<file path="config.mk">
export PLATFORM = sky130hd
export DESIGN_NAME = monitor_sequencer
export DESIGN_NICKNAME = d
export VERILOG_FILES = /design/src/rtl/mseq_pkg.sv /design/src/rtl/mseq_cfg.sv /design/src/rtl/mseq_timer.sv /design/src/rtl/mseq_accum.sv /design/src/rtl/mseq_valfile.sv /design/src/rtl/monitor_sequencer.sv
export SDC_FILE = /design/constraint.sdc
export NUM_CORES = 1
export LEC_CHECK = 0
export ABC_AREA = 1
export ABC_CLOCK_PERIOD_IN_PS = 5500
export CORE_MARGIN = 3
export CORE_UTILIZATION = 40
export CTS_CLUSTER_DIAMETER = 200
export DETAILED_ROUTE_END_ITERATION = 16
export DONT_BUFFER_PORTS = 1
export GPL_TIMING_DRIVEN = 0
export SLEW_MARGIN = 20
export SYNTH_ARGS = -nofsm -noshare
export SYNTH_HDL_FRONTEND = slang
export SYNTH_SLANG_ARGS = --single-unit
</file>
<file path="constraint.sdc">
create_clock -name clk -period 5.5 [get_ports clk]
set_input_delay 0.55 -clock clk [delete_from_list [all_inputs] [get_ports clk]]
set_output_delay 0.55 -clock clk [all_outputs]
set_load 0.02 [all_outputs]
</file>
<file path="src/rtl/mseq_pkg.sv">
package mseq_pkg;
  typedef struct packed {
    logic clr;
    logic ien;
    logic start;
  } cfg_t;

  typedef enum logic {
    ST_IDLE = 1'b0,
    ST_RUN  = 1'b1
  } seq_state_t;
endpackage

</file>
<file path="src/rtl/mseq_cfg.sv">
module mseq_cfg
  import mseq_pkg::*;
(
  input  logic       clk,
  input  logic       rst,
  input  logic       wr,
  input  logic [2:0] wdata,
  input  logic       alarm,
  output cfg_t       cfg_q,
  output logic       irq
);
  logic flag_q;
  logic flag_d;

  // sticky alarm flag, forced low while clear bit is set
  assign flag_d = cfg_q.clr ? 1'b0 : (flag_q | alarm);

  always_ff @(posedge clk) begin
    if (rst) begin
      cfg_q  <= '0;
      flag_q <= 1'b0;
      irq    <= 1'b0;
    end else begin
      if (wr) cfg_q <= cfg_t'(wdata);
      flag_q <= flag_d;
      irq    <= flag_d & cfg_q.ien;
    end
  end
endmodule

</file>
<file path="src/rtl/mseq_timer.sv">
module mseq_timer #(
  parameter int TICKS_FAST = 16,
  parameter int TICKS_SLOW = 48
) (
  input  logic clk,
  input  logic rst,
  input  logic restart,
  input  logic tick,
  input  logic slow,
  output logic win_end
);
  localparam int MAXT = (TICKS_SLOW > TICKS_FAST) ? TICKS_SLOW : TICKS_FAST;
  localparam int CW   = (MAXT > 1) ? $clog2(MAXT) : 1;
  localparam logic [CW-1:0] LIM_FAST = CW'(TICKS_FAST - 1);
  localparam logic [CW-1:0] LIM_SLOW = CW'(TICKS_SLOW - 1);

  logic [CW-1:0] cnt_q;
  logic [CW-1:0] lim;

  assign lim     = slow ? LIM_SLOW : LIM_FAST;
  assign win_end = ~restart & tick & (cnt_q == lim);

  always_ff @(posedge clk) begin
    if (rst || restart) cnt_q <= '0;
    else if (tick)      cnt_q <= win_end ? '0 : cnt_q + 1'b1;
  end
endmodule

</file>
<file path="src/rtl/mseq_accum.sv">
module mseq_accum #(
  parameter int DATA_W    = 8,
  parameter int SAMP_LOG2 = 4
) (
  input  logic              clk,
  input  logic              rst,
  input  logic              clear,
  input  logic              sample,
  input  logic [DATA_W-1:0] data,
  output logic              last,
  output logic [DATA_W-1:0] avg
);
  localparam int AW = DATA_W + SAMP_LOG2;

  logic [AW-1:0]        acc_q;
  logic [AW-1:0]        acc_sum;
  logic [SAMP_LOG2-1:0] n_q;

  assign acc_sum = acc_q + AW'(data);
  assign last    = sample & (n_q == '1);
  assign avg     = acc_sum[SAMP_LOG2 +: DATA_W];

  always_ff @(posedge clk) begin
    if (rst || clear) begin
      acc_q <= '0;
      n_q   <= '0;
    end else if (sample) begin
      acc_q <= last ? '0 : acc_sum;
      n_q   <= n_q + 1'b1;
    end
  end
endmodule

</file>
<file path="src/rtl/mseq_valfile.sv">
module mseq_valfile #(
  parameter int DEPTH  = 20,
  parameter int AW     = 5,
  parameter int DATA_W = 8
) (
  input  logic              clk,
  input  logic              we,
  input  logic [AW-1:0]     waddr,
  input  logic [DATA_W-1:0] wdata,
  input  logic [AW-1:0]     raddr,
  output logic [DATA_W-1:0] rdata
);
  logic [DATA_W-1:0] mem [DEPTH];

  // read-first single-clock RAM
  always_ff @(posedge clk) begin
    if (we) mem[waddr] <= wdata;
    rdata <= mem[raddr];
  end
endmodule

</file>
<file path="src/rtl/monitor_sequencer.sv">
module monitor_sequencer
  import mseq_pkg::*;
#(
  parameter int DATA_W       = 8,
  parameter int NUM_STEPS    = 20,
  parameter int NUM_REMOTE   = 2,
  parameter int SAMP_LOG2    = 4,
  parameter int TICKS_FAST   = 16,
  parameter int TICKS_SLOW   = 48,
  parameter int DIODE2_STEP  = 1,
  parameter int PAIR_LO_STEP = 15,
  parameter int PAIR_HI_STEP = 16,
  parameter int STEP_W       = $clog2(NUM_STEPS)
) (
  input  logic              clk,
  input  logic              rst,
  input  logic              tick,
  input  logic              cfg_wr,
  input  logic [2:0]        cfg_wdata,
  input  logic              pair_diode,
  input  logic              alarm_in,
  output logic              conv_start,
  output logic [STEP_W-1:0] conv_ch,
  output logic              conv_remote,
  input  logic [DATA_W-1:0] conv_data,
  output logic              busy,
  output logic              done_valid,
  output logic [STEP_W-1:0] done_slot,
  output logic [DATA_W-1:0] done_value,
  output logic              irq,
  input  logic [STEP_W-1:0] rd_addr,
  output logic [DATA_W-1:0] rd_data
);
  localparam logic [STEP_W-1:0] LAST_STEP = STEP_W'(NUM_STEPS - 1);
  localparam logic [STEP_W-1:0] REM_LIM   = STEP_W'(NUM_REMOTE);
  localparam logic [STEP_W-1:0] D2_STEP   = STEP_W'(DIODE2_STEP);
  localparam logic [STEP_W-1:0] PLO_STEP  = STEP_W'(PAIR_LO_STEP);
  localparam logic [STEP_W-1:0] PHI_STEP  = STEP_W'(PAIR_HI_STEP);

  cfg_t              cfg_q;
  logic              cfg_ien;
  logic              cfg_clr;
  seq_state_t        state_q;
  logic [STEP_W-1:0] step_q;
  logic              win_end;
  logic              restart;
  logic              sample;
  logic              ch_done;
  logic              samp_last;
  logic [DATA_W-1:0] avg;
  logic              keep;
  logic [STEP_W-1:0] slot;

  assign cfg_ien     = cfg_q.ien;
  assign cfg_clr     = cfg_q.clr;
  assign busy        = (state_q == ST_RUN);
  assign conv_ch     = step_q;
  assign conv_remote = (step_q < REM_LIM);
  assign restart     = ~busy | cfg_q.clr;
  assign sample      = busy & ~cfg_q.clr & win_end;
  assign ch_done     = sample & samp_last;

  mseq_cfg u_cfg (
    .clk   (clk),
    .rst   (rst),
    .wr    (cfg_wr),
    .wdata (cfg_wdata),
    .alarm (alarm_in),
    .cfg_q (cfg_q),
    .irq   (irq)
  );

  mseq_timer #(
    .TICKS_FAST (TICKS_FAST),
    .TICKS_SLOW (TICKS_SLOW)
  ) u_timer (
    .clk     (clk),
    .rst     (rst),
    .restart (restart),
    .tick    (tick),
    .slow    (conv_remote),
    .win_end (win_end)
  );

  mseq_accum #(
    .DATA_W    (DATA_W),
    .SAMP_LOG2 (SAMP_LOG2)
  ) u_accum (
    .clk    (clk),
    .rst    (rst),
    .clear  (restart),
    .sample (sample),
    .data   (conv_data),
    .last   (samp_last),
    .avg    (avg)
  );

  // shared pin pair: mode picks which conversion result survives
  always_comb begin
    keep = 1'b1;
    slot = step_q;
    if (step_q == D2_STEP) begin
      keep = pair_diode;
      slot = PHI_STEP;
    end else if (step_q == PLO_STEP || step_q == PHI_STEP) begin
      keep = ~pair_diode;
    end
  end

  mseq_valfile #(
    .DEPTH  (NUM_STEPS),
    .AW     (STEP_W),
    .DATA_W (DATA_W)
  ) u_vals (
    .clk   (clk),
    .we    (ch_done & keep),
    .waddr (slot),
    .wdata (avg),
    .raddr (rd_addr),
    .rdata (rd_data)
  );

  always_ff @(posedge clk) begin
    if (rst) begin
      state_q    <= ST_IDLE;
      step_q     <= '0;
      conv_start <= 1'b0;
      done_valid <= 1'b0;
      done_slot  <= '0;
      done_value <= '0;
    end else begin
      conv_start <= 1'b0;
      done_valid <= 1'b0;
      case (state_q)
        ST_IDLE: begin
          step_q <= '0;
          if (cfg_q.start && !cfg_q.clr) begin
            state_q    <= ST_RUN;
            conv_start <= 1'b1;
          end
        end
        default: begin
          if (cfg_q.clr) begin
            state_q <= ST_IDLE;
            step_q  <= '0;
          end else if (win_end) begin
            if (samp_last) begin
              if (keep) begin
                done_valid <= 1'b1;
                done_slot  <= slot;
                done_value <= avg;
              end
              if (step_q == LAST_STEP) begin
                step_q <= '0;
                if (cfg_q.start) conv_start <= 1'b1;
                else             state_q    <= ST_IDLE;
              end else begin
                step_q     <= step_q + 1'b1;
                conv_start <= 1'b1;
              end
            end else begin
              conv_start <= 1'b1;
            end
          end
        end
      endcase
    end
  end
endmodule

</file>
Word level (Yosys, flattened, before mapping)
Memories as Yosys holds them, arrays and structs flattened. A register that Yosys moved wholly into a read port is not among the register bits.
Cells that the tools add are included.
{"block": "totals", "ramBits": 160, "wordCells": 71, "out_inout_bits": 31, "n_memories": 1, "register_bits": 48, "input_bits": 22}
{"name": "u_vals.mem", "depth": 20, "width": 8, "read_ports": 1, "rd_clocked_by_memory_dff": 1, "wr": 1, "line_no": "mseq_valfile.sv:13", "rtl": "logic [DATA_W-1:0] mem [DEPTH];"}
{"block": "op_classes", "eq_ne": 6, "addsub": 4, "mux": 21, "order_cmp": 1, "n_reduce_logical": 8, "bitwise_logic": 16}
{"op": "$mux W1", "count": 16}
{"op": "$add A12 B8 Y12", "count": 1}
{"op": "$mux W12", "count": 1}
{"op": "$mux W6", "count": 2}
{"op": "$eq A5 B5 Y1 const B", "count": 2}
{"op": "$mux W5", "count": 2}
{"op": "$and A1 B1 Y1", "count": 8}
{"op": "$add A6 B1 Y6 const B", "count": 1}
{"op": "$eq A6 B6 Y1", "count": 1}
{"op": "$not A1 Y1", "count": 6}
{"op": "$add A5 B1 Y5 const B", "count": 1}
{"op": "$eq A5 B1 Y1 const B", "count": 1}
{"op": "$eq A5 B4 Y1 const B", "count": 1}
{"op": "$lt A5 B2 Y1 const B", "count": 1}
{"op": "$reduce_and A5 Y1", "count": 1}
{"op": "$reduce_or A5 Y1", "count": 1}
{"op": "$add A4 B1 Y4 const B", "count": 1}
{"op": "$eq A4 B4 Y1 const B", "count": 1}
{"op": "$reduce_or A3 Y1", "count": 1}
{"op": "$logic_or A1 B1 Y1", "count": 2}
{"op": "$or A1 B1 Y1", "count": 2}
{"op": "$reduce_and A2 Y1", "count": 1}
{"op": "$logic_and A1 B1 Y1", "count": 1}
{"op": "$logic_not A1 Y1", "count": 1}

Logic depth before layout (Yosys ltp)
Gate-level depths: netlist of the first run.
{"block": "logic_depth", "depth_word": 11, "depth_mapped": 12, "depth_no_buf": 12}

Hierarchy
Synthesis of the first run repeated with hierarchy kept, for this count alone.
{"block": "hier_totals", "hier_cells": 980, "hier_area_um2": 9594.2}
{"mod": "mseq_valfile", "cells_each": 565, "instances": 1, "area_each_um2": 6734.0}
{"mod": "mseq_accum", "cells_each": 187, "instances": 1, "area_each_um2": 1234.9}
{"mod": "monitor_sequencer", "cells_each": 154, "instances": 1, "area_each_um2": 1101.1}
{"mod": "mseq_timer", "cells_each": 50, "instances": 1, "area_each_um2": 346.6}
{"mod": "mseq_cfg", "cells_each": 24, "instances": 1, "area_each_um2": 177.7}

Worst setup path after synthesis of the first run
No wires, ideal clock.
{"block": "synth_timing", "path_kind": "input to register", "start": "input port conv_data[0]", "end": "memory u_vals.mem[0][2] (data pin)", "path_slack_ns": 2.948, "stages": 9, "t_arrival_ns": 2.229, "n_path_buf": 0, "cell_sequence": "ha_1 -> inv_1 -> fa_1 -> nor2_1 -> nand2_1 -> nand2_1 -> nand2_1 -> nand2_1 -> xor2_1"}
{"block": "synth_between", "elab_chain_len": 1}
{"item": "from (decl)", "line_no": "monitor_sequencer.sv:25", "rtl": "input logic [DATA_W-1:0] conv_data,"}
{"item": "$add A12 B8 Y12", "line_no": "mseq_accum.sv:19", "rtl": "assign acc_sum = acc_q + AW'(data);"}
{"item": "net avg[2]", "line_no": "monitor_sequencer.sv:50", "rtl": "logic [DATA_W-1:0] avg;"}
{"item": "to (decl)", "line_no": "mseq_valfile.sv:13"}
The timed path passes the listed nets, and every way through them passes these cells.

Worst setup path in the final report of the first run
{"block": "layout_timing", "start": "register step_q[1], in the netlist conv_ch[1]", "end": "memory u_vals.mem[16][6] (enable)"}
{"block": "layout_between", "elab_chain_len": 10, "word_cells_on_any_way": 17, "cone_classes": "1 x order compare; 4 x eq/ne; 6 x mux; 5 x bitwise; 1 x reduce/logical"}
{"item": "from (decl)", "line_no": "monitor_sequencer.sv:44", "rtl": "logic [STEP_W-1:0] step_q;"}
{"item": "from (signal assigned)", "line_no": "monitor_sequencer.sv:158", "rtl": "step_q <= step_q + 1'b1;"}
{"item": "$lt A5 B2 Y1", "line_no": "monitor_sequencer.sv:58", "rtl": "assign conv_remote = (step_q < REM_LIM);"}
{"item": "$mux W6", "line_no": "mseq_timer.sv:20", "rtl": "assign lim = slow ? LIM_SLOW : LIM_FAST;"}
{"item": "$eq A6 B6 Y1", "line_no": "mseq_timer.sv:21", "rtl": "assign win_end = ~restart & tick & (cnt_q == lim);"}
{"item": "$and A1 B1 Y1", "line_no": "mseq_timer.sv:21"}
{"item": "$and A1 B1 Y1", "line_no": "monitor_sequencer.sv:60", "rtl": "assign sample = busy & ~cfg_q.clr & win_end;"}
{"item": "$and A1 B1 Y1", "line_no": "mseq_accum.sv:20", "rtl": "assign last = sample & (n_q == '1);"}
{"item": "$and A1 B1 Y1", "line_no": "monitor_sequencer.sv:61", "rtl": "assign ch_done = sample & samp_last;"}
{"item": "$and A1 B1 Y1", "line_no": "monitor_sequencer.sv:116", "rtl": ".we (ch_done & keep),"}
{"item": "$mux W1", "line_no": "mseq_valfile.sv:17", "rtl": "if (we) mem[waddr] <= wdata;"}
{"item": "$mux W1 (not written as such)", "line_no": "mseq_valfile.sv:17"}
Several ways; a longest one is shown, not always the timed one.

==> results of run 1 <==
-- per-layer routing --
layer  wire length [um]  part of all wire  global-route usage  vias to the layer above
li1                   -                 -                   -                     3288
met1               9780              0.44               0.238                     3025
met2               9990              0.45               0.281                      241
met3               2030             0.091              0.0499                       43
met4                540             0.024              0.0474                        0
met5                  0                 0                   0                        -
-- where the power goes --
group          internal [mW]  leakage (nW)  switching (mW)
sequential              1.75          1.82          0.0126
combinational         0.0399          1.88           0.107
clock                  0.829         0.346           0.621
total                   2.62          4.04           0.741
-- cells in the final DEF, fill, tap and decap left out, types with 25 or more instances in the layout --
cell         n
inv_1       69
clkbuf_16   25
dfxtp_1     56
a21oi_1     25
nand2_1    288
nand3_1    123
nor2_1      99
o21ai_0     30
clkbuf_1    35
edfxtp_1   160
-- layout make-up --
type / count / area, um2
clock inverter: 11 / 52.6
buffer: 37 / 174
clock buffer: 32 / 652
fill: 2196 / 12300
sequential: 216 / 5930
tap: 313 / 392
inverter: 72 / 270
multi-input combinational: 638 / 3060
-- critical path: cells and delay by family, from the launching register on --
kind	cells	cell delay (ns)
and+or+nand+nor	7	1.78
DFF	1	0.58
buffers and inverters	1	0.27
-- sequential cells by signal (all words and copies together), names as in the netlist --
signal,count
u_accum.n_q,4
u_vals.rdata,8
u_cfg.irq,1
conv_start,1
u_timer.cnt_q,6
busy,1
u_cfg.flag_q,1
u_vals.mem,160
u_accum.acc_q,12
u_cfg.cfg_q,3
done_slot,5
conv_ch,5
done_value,8
done_valid,1
-- cells by family after synthesis --
family / after synthesis
AOI/OAI and AO/OA: 73
xor gates and xnor gates: 4
adders and majority gates: 16
buffers and inverters: 109
DFF: 216
and+or+nand+nor: 545
-- metrics by stage --
stage	area, um2	std cells	power [mW]	setup slack [ns]
5_1_grt	10500	1319	3.47	2.30
3_3_place_gp	9770	1276	1.94	1.66
4_1_cts	10500	1319	3.38	2.51
2_1_floorplan	9380	963	1.89	2.95
3_5_place_dp	9820	1276	1.94	2.47
6_report	10500	1319	3.36	2.51
-- final timing paths --
path / start / endpoint / slack, ns / depth (start not counted)
worst max-delay path: conv_ch[1] / u_vals.mem[16][6] / 2.51 / 8
worst min register to register: u_accum.acc_q[3] / u_accum.acc_q[3] / 0.47 / 2
worst min-delay path: rst / u_cfg.flag_q / 0.11 / 1
worst max register to register: conv_ch[1] / u_vals.mem[16][6] / 2.51 / 8
==> out/qor.csv, run 1 <==
metric,value,unit
status,"finished, final reports clean",
vias_per_cell,5.00,
slowest_stage,nor2_1,
post_cts_buffers,0,
drt_wl_total,22300,um
cp-start-kind,register,
cp.required,5.64,ns
core_area,0.0228,mm2
yosys.area_share.simple,0.253,
clock_sinks,216,
synth_top_family_by_area,simple AND/OR/NAND/NOR gates,
tightestPinTransition,0.950,ns
worstPathCellList,inv_1 > nand4_1 > nand2_1 > nor2_4 > nand3_2 > nor2_4 > nand3_2 > nor2_1,
synth_area,0.00938,mm2
synth_common_cells,"nand2_1, edfxtp_1, nand3_1",
ys_warn_count,0,
detail_route.wl_per_cell,16.9,um
synth.distinct_cells,39,
clock-root-buffer,clkbuf_16,
start_util,0.410,
crit_fanout,8,
diodes,0,
cellPowerDensity,319,mW/mm2
synth_area_per_cell,9.74,um2
fp-row-count,55,
peakVddDrop,207,uV
pin_count,53,
min_period,2.99,ns
yosysMostFrequentCell,nand2_1,
synth_seq_cells,216,
synth_cells,963,
p_leak,4.04,nW
grt_pass1_wl,35500,um
numCtsBuffers,24,
nets,1027,
fin_tns_setup,0,ns
cts_tree,built,
grt_pass1_vias,6470,
io_buffer_count,0,
gr-total-overflow,0,
dieWidth,159,um
synth_mux_area_frac,0,
hold_class,input port to register,
crit_type,register to register,
gp_congestion,0.826,
hold_viol_final,0,
seq_area_frac_synth,0.632,
worstSetupEndpointType,register,
drc,0,
chipHeight,159,um
synth_flop_cell,edfxtp_1,
rsz0062_at_grt,false,
clk_pin_slew_worst_paths,0.06,ns
syn-num-nets,1001,
max-slew-margin-rel,0.365,
worst-endpoint-arrival,3.13,ns
ant_nets,0,
synth_xor_area_frac,0.00374,
synth_area_leaders,"edfxtp_1, dfxtp_1, nand2_1, nand3_1, nor2_1",
num_vias,6597,
insertion_delay,0.52,ns
clock_skew,0.0200,ns
grt_max_degree,23,
setup_violations,0,
synth_largest_area_cell,edfxtp_1,
grt_use_total,0.176,
finalHoldWorstSlack,0.111,ns
slew_viol_final,0,
antenna_found_initial,0,
first_pass_iters,5,
async_flop_share,0,
fmax,0.335,GHz
cts_hold_buf,0,
synth_top_area_frac,0.512,
finalCritPeriodShare,0.543,
cap_violations,0,
ctsResizeCount,0,
drive_gt1_frac,0.0636,
synthAdderAreaFrac,0.0222,
cts_buffer_depth,3,
hpwl,14800,um
synth_compound_area_frac,0.0414,
htree_levels,1,
synth_edf_count,160,
critical_path.max_stage_delay,0.74,ns
area_growth,12.3,%
die_area,0.0253,mm2
final_util,0.461,
drt_iter0_markers,446,
Power figures use the tool's default switching activity.
==> inputs of run 2 (changes only) <==
- ABC_AREA: 1 -> 0
- ABC_CLOCK_PERIOD_IN_PS: 5500 -> 2440
- clock period: 5.5 -> 2.44 ns (I/O delays scaled with it)
==> out/qor.csv, run 2 <==
metric,value,unit
p_sw,1.48,mW
diodes,0,
seq_area,0.00594,mm2
status,"complete, but fails checks",
rr_startpoint,conv_ch[1],
p_int,5.76,mW
first_pass_iters,5,
gp_congestion,0.832,
hpwl,13400,um
pin_count,53,
io_buffer_count,0,
regToRegEndpoint,u_vals.mem[9][7],
yosysMostFrequentCell,edfxtp_1,
reg2reg_depth,6,
slowest_stage,nor4_4,
fp-row-count,54,
path_buf_inv,1,
worstPathCellList,nor4_4 > xnor2_2 > nand2_2 > or3_4 > nor4b_4 > buf_12,
num_vias,5302,
slew_viol_final,0,
synth_seq_cells,216,
seq_area_frac_synth,0.663,
antenna_found_initial,0,
grt_max_degree,19,
r2r_slack,-0.06,ns
clock_skew,0.0143,ns
area_growth,24.7,%
ant_nets,0,
cp-start-kind,register,
gr-total-overflow,0,
die_area,0.0242,mm2
finalCritPeriodShare,1.02,
hold_class,input port to register,
synth_edf_count,160,
numCtsBuffers,22,
violations,negative setup slack,
async_flop_share,0,
power,7.24,mW
hold_viol_final,0,
crit_type,register to register,
synth_area_per_cell,15.1,um2
synth_top_area_frac,0.538,
clock-root-buffer,clkbuf_16,
fill_cells,1829,
p_leak,3.66,nW
critical_path.max_stage_delay,0.52,ns
clk_pin_slew_worst_paths,0.06,ns
hold_end,u_vals.rdata[1],
critical_path_cell_count,6,
drive_gt1_frac,0.287,
hold_path_depth,2,
worst-endpoint-arrival,2.71,ns
worstSetupEndpointType,register,
min-delay-start,rd_addr[2],
switching_share,0.204,
power_frac_clock,0.422,
top_regs,"u_vals.mem x160, u_accum.acc_q x12",
min_period,2.50,ns
drt_wl_total,20800,um
synth_largest_area_cell,edfxtp_1,
synth_area,0.00893,mm2
drt_iter0_markers,424,
top_register,u_vals.mem,
cts_tree,built,
synth_cells,591,
largest_register_ffs,160,
max-slew-margin-rel,0.522,
final_cell_mix,"edfxtp_1, dfxtp_1, mux4_2",
start_util,0.408,
place_inst,877,
grt_pass1_vias,5421,
crit_fanout,8,
insertion_delay,0.50,ns
rsz0062_at_grt,true,
dieWidth,155,um
multi_input_area,0.00322,mm2
core_area,0.0219,mm2
peakVddDrop,438,uV
place_ws,-0.732,ns
htree_levels,1,
tightestPinTransition,0.699,ns
synth_flop_cell,edfxtp_1,
drc,0,
cts_buffer_depth,3,
comb_power_share,0.032,
vias_per_cell,5.46,
synth_area_leaders,"edfxtp_1, dfxtp_1, mux4_2, ha_1, nor2_1",
fmax,0.401,GHz
clock_sinks,216,
ys_warn_count,0,
detail_route.wl_per_cell,21.4,um
synth.distinct_cells,52,
layout_commonest_cell,edfxtp_1,
chipHeight,155,um
cap_violations,0,
final.setup.worst_slack,-0.0564,ns
nets,714,
grt_pass1_wl,31400,um
seqPwrFrac,0.546,
syn-num-nets,629,
crit_family,simple AND/OR/NAND/NOR gates,
cellPowerDensity,650,mW/mm2
stdcell_count,971,
grt_use_total,0.171,
setup_violations,24,
synth_common_cells,"edfxtp_1, dfxtp_1, nor2_1",
cp.required,2.66,ns
[run 2: cell types whose count changed after synthesis, sizes merged, moves of 9 or more]
| cell | previous run | this run |
|---|---|---|
| a221oi | 0 | 9 |
| buf | 8 | 17 |
| clkbuf | 29 | 14 |
| inv | 71 | 14 |
| mux2i | 0 | 13 |
| mux4 | 0 | 40 |
| nand2 | 295 | 39 |
| nand3 | 127 | 13 |
| nor2 | 103 | 46 |
| nor2b | 0 | 14 |
| nor3 | 7 | 20 |
| o21ai | 31 | 9 |
| xnor2 | 1 | 11 |
[run 2: logic make-up after synthesis]
logic type | Yosys count | synth area share
adder cells (fa/ha/maj) | 16 | 0.0233
multiplexers | 53 | 0.115
AND/OR/NAND/NOR | 168 | 0.101
buffers and inverters | 45 | 0.0224
AO/OA/AOI/OAI | 75 | 0.0563
flip-flops | 216 | 0.663
XOR/XNOR | 18 | 0.0177
[run 2: power groups by stage]
| stage | Sequential, mW | Combinational, mW | Clock [mW] |
|---|---|---|---|
| 2_1_floorplan | 4.03 | 0.147 | 0 |
| 3_3_place_gp | 4.03 | 0.203 | 0 |
| 3_5_place_dp | 4.03 | 0.218 | 0 |
| 4_1_cts | 3.95 | 0.232 | 3.12 |
| 5_1_grt | 3.95 | 0.252 | 3.30 |
| 6_report | 3.95 | 0.230 | 3.06 |
[run 2: final cells by class]
class / instances / area share
Inverter: 14 / 0.00528
Multi-Input combinational cell: 331 / 0.289
Clock inverter: 9 / 0.00404
Timing Repair inverter: 1 / 0.000674
Clock buffer: 30 / 0.0544
Timing Repair Buffer: 60 / 0.0663
Sequential cell: 216 / 0.534
Tap cell: 280 / 0.0315
Buffer: 30 / 0.0149
[run 2: worst max-delay path by stage]
stage                     start           endpoint  slack [ns]
5_1_grt              conv_ch[1]   u_vals.mem[9][3]       -0.12
3_3_place_gp   u_accum.acc_q[0]  u_vals.mem[16][2]       -1.09
2_1_floorplan        conv_ch[1]   u_vals.mem[9][0]       -0.11
4_1_cts              conv_ch[4]   u_vals.mem[5][0]       -0.16
6_report             conv_ch[1]   u_vals.mem[9][7]       -0.06
3_5_place_dp   u_accum.acc_q[0]  u_accum.acc_q[10]       -0.73
[run 2: worst register-to-register path, cell delays in order, from the launching register on]
cell and delay [ns]:
dfxtp_4 0.41, nor4_4 0.53, xnor2_2 0.19, nand2_2 0.12, or3_4 0.43, nor4b_4 0.35
buf_12 0.18
[run 2: through the flow]
step	setup TNS (ns)	utilization	hold slack, ns	instance area (um2)
3_5_place_dp	-97.14	0.437	0.392	9560
6_report	-0.781	0.509	0.0686	11100
5_1_grt	-6.63	0.509	0.0525	11100
3_3_place_gp	-192.47	0.432	0.390	9450
2_1_floorplan	-3.19	-	0.382	9100
4_1_cts	-7.12	0.501	0.0480	11000
[run 2: repair_timing]
item,4_1_cts,5_1_grt
buffers inserted,34,12
pin swaps,27,26
hold buffers,8,0
resized for setup,39,19
endpoints found under the hold margin,8,0
gates cloned,2,0
endpoints found under the setup margin,203,240
[run 2: per-layer routing]
metal  wire [um]  track usage  up-vias
met5           0            0        -
met4         606       0.0550        0
met3        1420       0.0412       35
met2       10100        0.279      168
met1        8640        0.227     2643
li1            -            -     2456
